**config.mk**
```make
export PLATFORM = sky130hd
export DESIGN_NAME = win_watchdog
export DESIGN_NICKNAME = d
export VERILOG_FILES = /design/src/rtl/wdt_pkg.sv /design/src/rtl/wdt_cfg_latch.sv /design/src/rtl/wdt_counter.sv /design/src/rtl/wdt_kick_ctl.sv /design/src/rtl/win_watchdog.sv
export SDC_FILE = /design/constraint.sdc
export NUM_CORES = 1
export LEC_CHECK = 0
export BUFFER_PORTS_ARGS = -buffer_cell sky130_fd_sc_hd__buf_2
export CORE_ASPECT_RATIO = 0.6
export CORE_MARGIN = 2
export CORE_UTILIZATION = 60
export CTS_BUF_LIST = sky130_fd_sc_hd__clkbuf_4 sky130_fd_sc_hd__clkbuf_8 sky130_fd_sc_hd__clkbuf_16
export CTS_CLUSTER_SIZE = 25
export DETAILED_ROUTE_END_ITERATION = 7
export PLACE_DENSITY_LB_ADDON = 0.12
export SKIP_CTS_REPAIR_TIMING = 1
export SLEW_MARGIN = 20
export SYNTH_ARGS = -nofsm -noshare
export SYNTH_HDL_FRONTEND = slang
export SYNTH_SLANG_ARGS = --single-unit
```
**constraint.sdc**
```tcl
create_clock -name clk -period 5.6 [get_ports clk]
set_clock_uncertainty 0.2 [all_clocks]
set_input_delay 0.56 -clock clk [delete_from_list [all_inputs] [get_ports clk]]
set_output_delay 0.56 -clock clk [all_outputs]
set_load 0.05 [all_outputs]
```
**src/rtl/wdt_pkg.sv**
```systemverilog
package wdt_pkg;

  // Captured option set
  typedef struct packed {
    logic [2:0] per_sel;
    logic [1:0] win_sel;
    logic       keep_lp;
  } wdt_cfg_t;

  // Exponent of the period for each select code (non-uniform steps)
  function automatic int unsigned per_exp(input logic [2:0] sel);
    case (sel)
      3'd0:    return 7;
      3'd1:    return 8;
      3'd2:    return 9;
      3'd3:    return 10;
      3'd4:    return 12;
      3'd5:    return 14;
      3'd6:    return 15;
      default: return 17;
    endcase
  endfunction

endpackage

```
**src/rtl/wdt_cfg_latch.sv**
```systemverilog
module wdt_cfg_latch
  import wdt_pkg::*;
#(
  parameter int CNT_W = 17
) (
  input  logic             clk,
  input  logic             rst,
  input  logic [2:0]       per_sel,
  input  logic [1:0]       win_sel,
  input  logic             keep_lp,
  output logic [2:0]       per_sel_q,
  output logic [1:0]       win_sel_q,
  output logic             keep_lp_q,
  output logic [CNT_W-1:0] last_cnt,
  output logic [CNT_W-1:0] win_start
);

  wdt_cfg_t cfg_q;

  // Options follow the pins while reset is held, then stay frozen
  always_ff @(posedge clk) begin
    if (rst) cfg_q <= '{per_sel: per_sel, win_sel: win_sel, keep_lp: keep_lp};
  end

  assign per_sel_q = cfg_q.per_sel;
  assign win_sel_q = cfg_q.win_sel;
  assign keep_lp_q = cfg_q.keep_lp;

  logic [CNT_W-1:0] quarter;
  logic [CNT_W-1:0] half;
  logic [1:0]       win_eff;

  always_comb begin
    // Modular arithmetic: 2^CNT_W wraps to zero, so minus one gives all ones
    last_cnt = (CNT_W'(1) << per_exp(cfg_q.per_sel)) - CNT_W'(1);
    quarter  = CNT_W'(1) << (per_exp(cfg_q.per_sel) - 2);
    half     = quarter << 1;
    // Disallowed pair falls back to the full window
    win_eff  = ((cfg_q.per_sel == 3'd0) && (cfg_q.win_sel == 2'd0)) ? 2'd3 : cfg_q.win_sel;
    case (win_eff)
      2'd0:    win_start = quarter + half;
      2'd1:    win_start = half;
      2'd2:    win_start = quarter;
      default: win_start = '0;
    endcase
  end

endmodule

```
**src/rtl/wdt_counter.sv**
```systemverilog
module wdt_counter #(
  parameter int CNT_W = 17
) (
  input  logic             clk,
  input  logic             rst,
  input  logic             tick,
  input  logic             hold,
  input  logic             clear,
  input  logic [CNT_W-1:0] last_cnt,
  output logic [CNT_W-1:0] cnt,
  output logic             wrap
);

  logic step;

  assign step = tick && !hold;
  assign wrap = step && (cnt == last_cnt) && !clear && !rst;

  always_ff @(posedge clk) begin
    if (rst)                cnt <= '0;
    else if (clear || wrap) cnt <= '0;
    else if (step)          cnt <= cnt + CNT_W'(1);
  end

endmodule

```
**src/rtl/wdt_kick_ctl.sv**
```systemverilog
module wdt_kick_ctl #(
  parameter int                CNT_W  = 17,
  parameter int                DATA_W = 8,
  parameter logic [DATA_W-1:0] KEY    = 'hAC
) (
  input  logic              clk,
  input  logic              rst,
  input  logic              por,
  input  logic              kick_we,
  input  logic [DATA_W-1:0] kick_data,
  input  logic [CNT_W-1:0]  cnt,
  input  logic [CNT_W-1:0]  win_start,
  input  logic              wrap,
  input  logic              stat_clr,
  output logic              req,
  output logic              flag
);

  logic bad_kick;
  logic fire;

  assign bad_kick = kick_we && ((kick_data != KEY) || (cnt < win_start));
  assign fire     = !rst && (wrap || bad_kick);

  always_ff @(posedge clk) begin
    if (rst) req <= 1'b0;
    else     req <= fire;
  end

  // Sticky flag: only power-on or a software clear removes it; a new event wins
  always_ff @(posedge clk) begin
    if (por)           flag <= 1'b0;
    else if (fire)     flag <= 1'b1;
    else if (stat_clr) flag <= 1'b0;
  end

endmodule

```
**src/rtl/win_watchdog.sv**
```systemverilog
module win_watchdog #(
  parameter int                CNT_W  = 17,
  parameter int                DATA_W = 8,
  parameter logic [DATA_W-1:0] KEY    = 'hAC
) (
  input  logic              clk,
  input  logic              rst,
  input  logic              por,
  input  logic              tick,
  input  logic [2:0]        opt_per_sel,
  input  logic [1:0]        opt_win_sel,
  input  logic              opt_keep_lp,
  input  logic              halt_mode,
  input  logic              stop_mode,
  input  logic              osc_stop_req,
  input  logic              kick_we,
  input  logic [DATA_W-1:0] kick_data,
  input  logic              stat_clr_we,
  output logic              wdt_rst_req,
  output logic              wdt_flag
);

  logic [2:0]       per_sel_q;
  logic [1:0]       win_sel_q;
  logic             keep_lp_q;
  logic [CNT_W-1:0] last_cnt;
  logic [CNT_W-1:0] win_start;
  logic [CNT_W-1:0] cnt;
  logic             wrap;
  logic             hold;

  wdt_cfg_latch #(.CNT_W(CNT_W)) u_cfg (
    .clk       (clk),
    .rst       (rst),
    .per_sel   (opt_per_sel),
    .win_sel   (opt_win_sel),
    .keep_lp   (opt_keep_lp),
    .per_sel_q (per_sel_q),
    .win_sel_q (win_sel_q),
    .keep_lp_q (keep_lp_q),
    .last_cnt  (last_cnt),
    .win_start (win_start)
  );

  // Freeze in low-power states unless configured to keep running
  assign hold = !keep_lp_q && (halt_mode || stop_mode || osc_stop_req);

  wdt_counter #(.CNT_W(CNT_W)) u_cnt (
    .clk      (clk),
    .rst      (rst),
    .tick     (tick),
    .hold     (hold),
    .clear    (kick_we),
    .last_cnt (last_cnt),
    .cnt      (cnt),
    .wrap     (wrap)
  );

  wdt_kick_ctl #(.CNT_W(CNT_W), .DATA_W(DATA_W), .KEY(KEY)) u_kick (
    .clk       (clk),
    .rst       (rst),
    .por       (por),
    .kick_we   (kick_we),
    .kick_data (kick_data),
    .cnt       (cnt),
    .win_start (win_start),
    .wrap      (wrap),
    .stat_clr  (stat_clr_we),
    .req       (wdt_rst_req),
    .flag      (wdt_flag)
  );

endmodule

```
==> results.md, run 1 <==
* Total CTS buffers at 3
* # IOs at 25
* XOR/XNOR Fraction of Synth Area at 8.53%
* Most frequent cells after synthesis: ha_1, nor2_1, nand2_1, a21oi_1, nor3_1
* Minimum clock period at 5310 ps
* Critical path class: reg -> reg
* Final nets at 452
* Seq/Total Area, Yosys at 19.5%
* Post-synthesis mux area share at 0.696%
* Fmax at 188 MHz
* 1st-iter DRT viols at 355
* H-tree Lvls at 1
* Vias post-DR at 2867
* DRC at 0
* Final Slew Violations at 0
* CTS Buffer Depth at 2
* Crit path required time at 5550 ps
* Pin count of the biggest net entering global routing at 21
* Initial core utilization at 62.7%
* CORE AREA at 4590 sq um
* Leakage at 1.33 nW
* Tot GR Track Use at 28.6%
* Total grt overflow at 0
* Synth Register Bits at 25
* Worst skew pair latency at 280 ps
* Total power at 574 uW
* CTS tree: yes
* CTS Root Cell: clkbuf_8
* Finished Layout Cells at 456
* Final setup vio count at 0
* IO Port Bufs at 24
* Async SR Flop Fraction at 0%
* Slew headroom at 32.5%
* Die H at 57.6 um
* Adder-cell share of the synthesized area at 15.8%
* Avg WL per Cell at 16.2 um
* Synth cell types at 63
* Most used DFF post-synth: dfxtp_1
* Mapped Avg Cell Area at 7.77 sq um
* Rows at 19
* Initial antenna violation count at 0
* Share of cells above drive strength 1 at 14.5%
* DR vias/cell at 6.29
* CP max stage cell: fa_1
* Dpl hpwl at 5.83 mm
* CTS sink count at 25
* Vias in the first global route at 2493
* Pwr/cell area at 184 nW/um^2
* Crit end category: flip-flop
* Clock-pin slew on the worst setup and hold paths at 90 ps
* Share of the synthesized area in the top cell type at 14.4%
* DRT Wirelength at 7.37 mm
* Area occupied by multi-input gates at 2210 sq um
* Slowest stage delay, CP at 570 ps
* Crit Path Max Fanout at 7
* CP bufs+invs at 0
* Register Area at 561 sq um
* Die footprint at 5380 sq um
* VDD IR max at 138 uV
* Critical path, cell by cell: fa_1 > nand2_1 > ha_1 > nand2_1 > nor3_1 > ha_1 > a21o_1 > a221oi_1 > o211ai_1 > a221oi_1 > xnor2_1 > a22oi_1 > ha_1 > nand4_1 > nor3_2 > a311oi_1 > nand3_1 > a41oi_2
* Placed Cells at 452
* Top cells by area, synth: ha_1, dfxtp_1, edfxtp_1, a21oi_1, xnor2_1
* Top delay family on crit path: adder cells
* Post-synthesis cell count at 370
* Yosys warns at 0
* Pre-Repair DR Iteration Count at 6
* Simple-Gate Fraction of Synth Area at 27.6%
* Worst reg-to-reg setup slack at 290 ps
* Final count of hold timing violations at 0
* Final Cycle Share at 94.8%
* Die width at 93.4 um
* Post-layout util at 68.0%
* Startpoint Class: flip-flop
* Status: complete, no violations
* CP arrival at 5260 ps
* Area Overhead vs Synth at 8.53%
* Largest family of logic cells by synthesized area: simple AND/OR/NAND/NOR gates
* N_diodes at 0
* Tightest Hold Check Type: in -> reg
* Compound-Gate Fraction of Synth Area at 23.5%
* Number of fill cells at 393
* Place WS at 335 ps
* First-pass GRT wire length at 12.2 mm
* GP Congestion at 0.923
* Worst-Margin Slew at 1010 ps
* Leading area contributor after synthesis: ha_1
* Cell mode on critical path: ha_1
* Antenna viol nets, final at 0
* Post-layout worst setup margin at 291 ps
* Post-Syn Area at 2880 sq um
* EDFF count, synth at 6
* Synthesized net count at 428
* # Max-Cap Violations at 0
per-stage QoR:
step / instance area [sq um] / hold slack (ps) / TNS, ps
after global routing: 3120 / 243 / -98.6
after floorplan: 2880 / 305 / 0
after CTS: 3100 / 250 / 0
after global placement: 3060 / 358 / 0
final: 3120 / 251 / 0
after detailed placement: 3060 / 354 / 0
worst reg2reg max path, delay by kind of cell, from the launching register on:
family                     cells  cell delay [ps]
AOI/OAI and AO/OA              7             1380
adders and majority gates      4             1700
and+or+nand+nor                6             1310
DFF                            1              430
xor gates and xnor gates       1              180
area by class of cell:
cell class	count	area share, %
Timing Repair Buffer	32	5.77
Clock buffer	3	1.32
Clock inverter	1	0.160
Sequential cell	25	18.0
Multi-Input combinational cell	320	70.8
Tap cell	63	2.53
Inverter	12	1.44
worst paths after layout:
kind / startpoint / endpoint / cells past startpoint
min: opt_keep_lp / u_cfg.keep_lp_q$_DFFE_PP_ / 1
min reg2reg: u_cnt.cnt[5]$_SDFFE_PP0P_ / u_cnt.cnt[5]$_SDFFE_PP0P_ / 2
max reg2reg: u_cfg.per_sel_q[0]$_DFFE_PP_ / u_kick.flag$_SDFFE_PP0P_ / 18
max: u_cfg.per_sel_q[0]$_DFFE_PP_ / u_kick.flag$_SDFFE_PP0P_ / 18
state kept, by name (all words and copies together), names as in the netlist:
signal           cells
u_cnt.cnt           17
u_cfg.per_sel_q      3
u_cfg.win_sel_q      2
u_cfg.keep_lp_q      1
u_kick.flag          1
u_kick.req           1
placed cells by master (no fill, tap or decap), types with 4 or more instances in the layout:
cell type	n
nand2_1	32
xnor2_1	16
dfxtp_1	19
nor3_1	21
xor2_1	12
buf_4	8
inv_1	12
nand3_1	16
nor2_2	10
ha_1	33
o21ai_0	16
buf_2	24
a21oi_1	28
nand2b_1	12
a31oi_1	4
a21o_1	9
nand4_1	4
nor2_1	33
or3_1	4
edfxtp_1	6
o211ai_1	4
kinds of logic (layout without fill, tap and decap cells):
| family | Yosys count | after routing |
|---|---|---|
| AO/OA/AOI/OAI | 98 | 98 |
| XOR/XNOR | 28 | 28 |
| adder cells (fa/ha/maj) | 35 | 35 |
| buffers and inverters | 25 | 48 |
| flip-flops | 25 | 25 |
| multiplexers | 2 | 2 |
| other | 1 | 1 |
| AND/OR/NAND/NOR | 156 | 156 |
power by group:
part / leakage (nW) / total (mW) / internal, mW / switching [mW]
clock network: 0.0255 / 0.110 / 0.0500 / 0.0602
registers: 0.212 / 0.199 / 0.191 / 0.00871
logic: 1.09 / 0.264 / 0.101 / 0.163
total: 1.33 / 0.574 / 0.341 / 0.232
per-layer routing:
metal / GRT usage (%) / routed length [um] / up-vias
li1: - / - / 1407
met1: 46.6 / 3560 / 1296
met2: 40.3 / 2930 / 145
met3: 4.03 / 759 / 19
met4: 5.04 / 125 / 0
met5: 0 / 0 / -
Power figures use the tool's default switching activity.
==> run 2: changes to the inputs <==
--- a/config.mk
+++ b/config.mk
@@ -5,10 +5,11 @@
 export SDC_FILE = /design/constraint.sdc
 export NUM_CORES = 1
 export LEC_CHECK = 0
+export ABC_CLOCK_PERIOD_IN_PS = 4700
 export BUFFER_PORTS_ARGS = -buffer_cell sky130_fd_sc_hd__buf_2
 export CORE_ASPECT_RATIO = 0.6
 export CORE_MARGIN = 2
-export CORE_UTILIZATION = 60
+export CORE_UTILIZATION = 55
 export CTS_BUF_LIST = sky130_fd_sc_hd__clkbuf_4 sky130_fd_sc_hd__clkbuf_8 sky130_fd_sc_hd__clkbuf_16
 export CTS_CLUSTER_SIZE = 25
 export DETAILED_ROUTE_END_ITERATION = 7
==> constraint.sdc (replaced) <==
create_clock -name clk -period 4.7 [get_ports clk]
set_clock_uncertainty 0.2 [all_clocks]
set_input_delay 0.47 -clock clk [delete_from_list [all_inputs] [get_ports clk]]
set_output_delay 0.47 -clock clk [all_outputs]
set_load 0.05 [all_outputs]
==> run 2 against run 1 <==
  * The run now ends with setup timing left
  * Routed wire length rose by 11%
  * Worst hold slack worse by 86 ps
  * Die area increased by 8.6%
  * Count of clock-buffer cells in the layout did not move
  * Setup slack worse by 480 ps
  * Largest power group unchanged
  * Final area increased by 18%
==> results.md, run 2 (synthesis gave the netlist of run 1 again) <==
* GP Congestion at 0.928 (was 0.923)
* Place WS at -277 ps (was 335 ps)
* Clock-pin slew on the worst setup and hold paths at 100 ps (was 90 ps)
* Largest register by flop count: u_cnt.cnt (unchanged)
* IO Port Bufs at 24 (unchanged)
* Final Slew Violations at 0 (unchanged)
* Rows at 20 (was 19)
* Initial core utilization at 56.9% (was 62.7%)
* Final nets at 496 (was 452)
* Fmax at 205 MHz (was 188 MHz)
* # IOs at 25 (unchanged)
* Status: finished, violations left (was complete, no violations)
* Vias post-DR at 3000 (was 2867)
* Total grt overflow at 0 (unchanged)
* RSZ-0062 raised after global routing: true
* CTS Root Cell: clkbuf_8 (unchanged)
* Final Cycle Share at 104% (was 94.8%)
* Commonest non-fill, non-tap cell in the layout: buf_4
* Placed Cells at 493 (was 452)
* Final count of hold timing violations at 0 (unchanged)
* Final setup vio count at 2 (was 0)
* DR vias/cell at 5.96 (was 6.29)
* Share of cells above drive strength 1 at 30.2% (was 14.5%)
* Pre-Repair DR Iteration Count at 5 (was 6)
* Minimum clock period at 4890 ps (was 5310 ps)
* Die width at 97.3 um (was 93.4 um)
* H-tree Lvls at 1 (unchanged)
* DRC at 0 (unchanged)
* Post-layout util at 72.6% (was 68.0%)
* Placed inst area at 3450 sq um (was 3060 sq um)
* WHS at 165 ps (was 251 ps)
* Worst skew pair latency at 270 ps (was 280 ps)
* CP arrival at 4890 ps (was 5260 ps)
* Crit Path Max Fanout at 5 (was 7)
* Avg WL per Cell at 16.3 um (was 16.2 um)
* Worst reg-to-reg setup slack at -190 ps (was 290 ps)
* CTS tree: yes (unchanged)
* Failing checks: setup timing
* Crit path required time at 4710 ps (was 5550 ps)
* First-pass GRT wire length at 13.2 mm (was 12.2 mm)
* Final Cell Area at 3670 sq um (was 3120 sq um)
* Max reg flops at 17 (unchanged)
* N_diodes at 0 (unchanged)
* Vias in the first global route at 2779 (was 2493)
* Total power at 812 uW (was 574 uW)
* Die H at 60.0 um (was 57.6 um)
* Slew headroom at 41.6% (was 32.5%)
* Antenna viol nets, final at 0 (unchanged)
* Startpoint Class: flip-flop (unchanged)
* CORE AREA at 5050 sq um (was 4590 sq um)
* DRT Wirelength at 8.21 mm (was 7.37 mm)
* CTS sink count at 25 (unchanged)
* Initial antenna violation count at 0 (unchanged)
* Post-layout worst setup margin at -186 ps (was 291 ps)
* Die footprint at 5840 sq um (was 5380 sq um)
* # Max-Cap Violations at 0 (unchanged)
* Setup TNS at -353 ps (was 0 ps)
* Total CTS buffers at 3 (unchanged)
* VDD IR max at 171 uV (was 138 uV)
* CTS Buffer Depth at 2 (unchanged)
* Tightest Hold Check Type: in -> reg (unchanged)
* Finished Layout Cells at 503 (was 456)
* Critical path class: reg -> reg (unchanged)
* Dpl hpwl at 6.47 mm (was 5.83 mm)
* Most frequent cells in the layout: buf_4, nor2_1, nand2_1, ha_1 (was nor2_1, ha_1, nand2_1, a21oi_1, buf_2)
* Pin count of the biggest net entering global routing at 21 (unchanged)
* Leakage at 1.54 nW (was 1.33 nW)
* Crit end category: flip-flop (unchanged)
* Tot GR Track Use at 28.1% (was 28.6%)
* Worst-Margin Slew at 874 ps (was 1010 ps)
* Area Overhead vs Synth at 27.6% (was 8.53%)
* Pwr/cell area at 221 nW/um^2 (was 184 nW/um^2)
* 1st-iter DRT viols at 187 (was 355)
## run 2: cell type report
| cell class | instances | area [sq um] |
|---|---|---|
| Inverter | 12 | 47.5 |
| Fill cell | 407 | 1390 |
| Tap cell | 66 | 82.6 |
| Clock inverter | 1 | 8.76 |
| Clock buffer | 3 | 41.3 |
| Timing Repair Buffer | 76 | 527 |
| Sequential cell | 25 | 561 |
| Multi-Input combinational cell | 320 | 2400 |
## run 2: worst paths after layout
| kind | startpoint | to | cells past startpoint |
|---|---|---|---|
| max | u_cfg.per_sel_q[2]$_DFFE_PP_ | u_kick.req$_SDFF_PP0_ | 22 |
| min | opt_win_sel[1] | u_cfg.win_sel_q[1]$_DFFE_PP_ | 1 |
| max reg2reg | u_cfg.per_sel_q[2]$_DFFE_PP_ | u_kick.req$_SDFF_PP0_ | 22 |
| min reg2reg | u_kick.flag$_SDFFE_PP0P_ | u_kick.flag$_SDFFE_PP0P_ | 2 |
## run 2: where the power goes
group          switching [mW]  leakage, nW  internal [mW]
clock                  0.0751       0.0261         0.0622
sequential            0.00760        0.212          0.227
combinational           0.240         1.30          0.200
total                   0.323         1.54          0.489
## run 2: worst max-delay path: stages (launching register included)
cell and delay (ps):
edfxtp_1 410, inv_4 50, fa_2 580, nand2_2 60
ha_4 190, nor3_2 180, a21oi_2 80, nor3_2 140
buf_4 180, ha_1 240, a211o_1 320, a21oi_2 170
o21bai_1 140, a21oi_1 200, xnor2_1 90, a222oi_1 240
ha_1 310, a211o_1 260, o211ai_1 80, a21oi_1 90
o211ai_1 250, nand3_1 170, a31oi_1 190
## run 2: metal layers
layer  GRT usage, %  share of wire [%]  vias up  routed length [um]
li1               -                  -     1500                   -
met1           41.5                 50     1407                4110
met5              0                  0        -                   0
met4           2.98               0.58        0                  48
met3           5.96                6.4        6                 529
met2           43.8                 43       87                3530
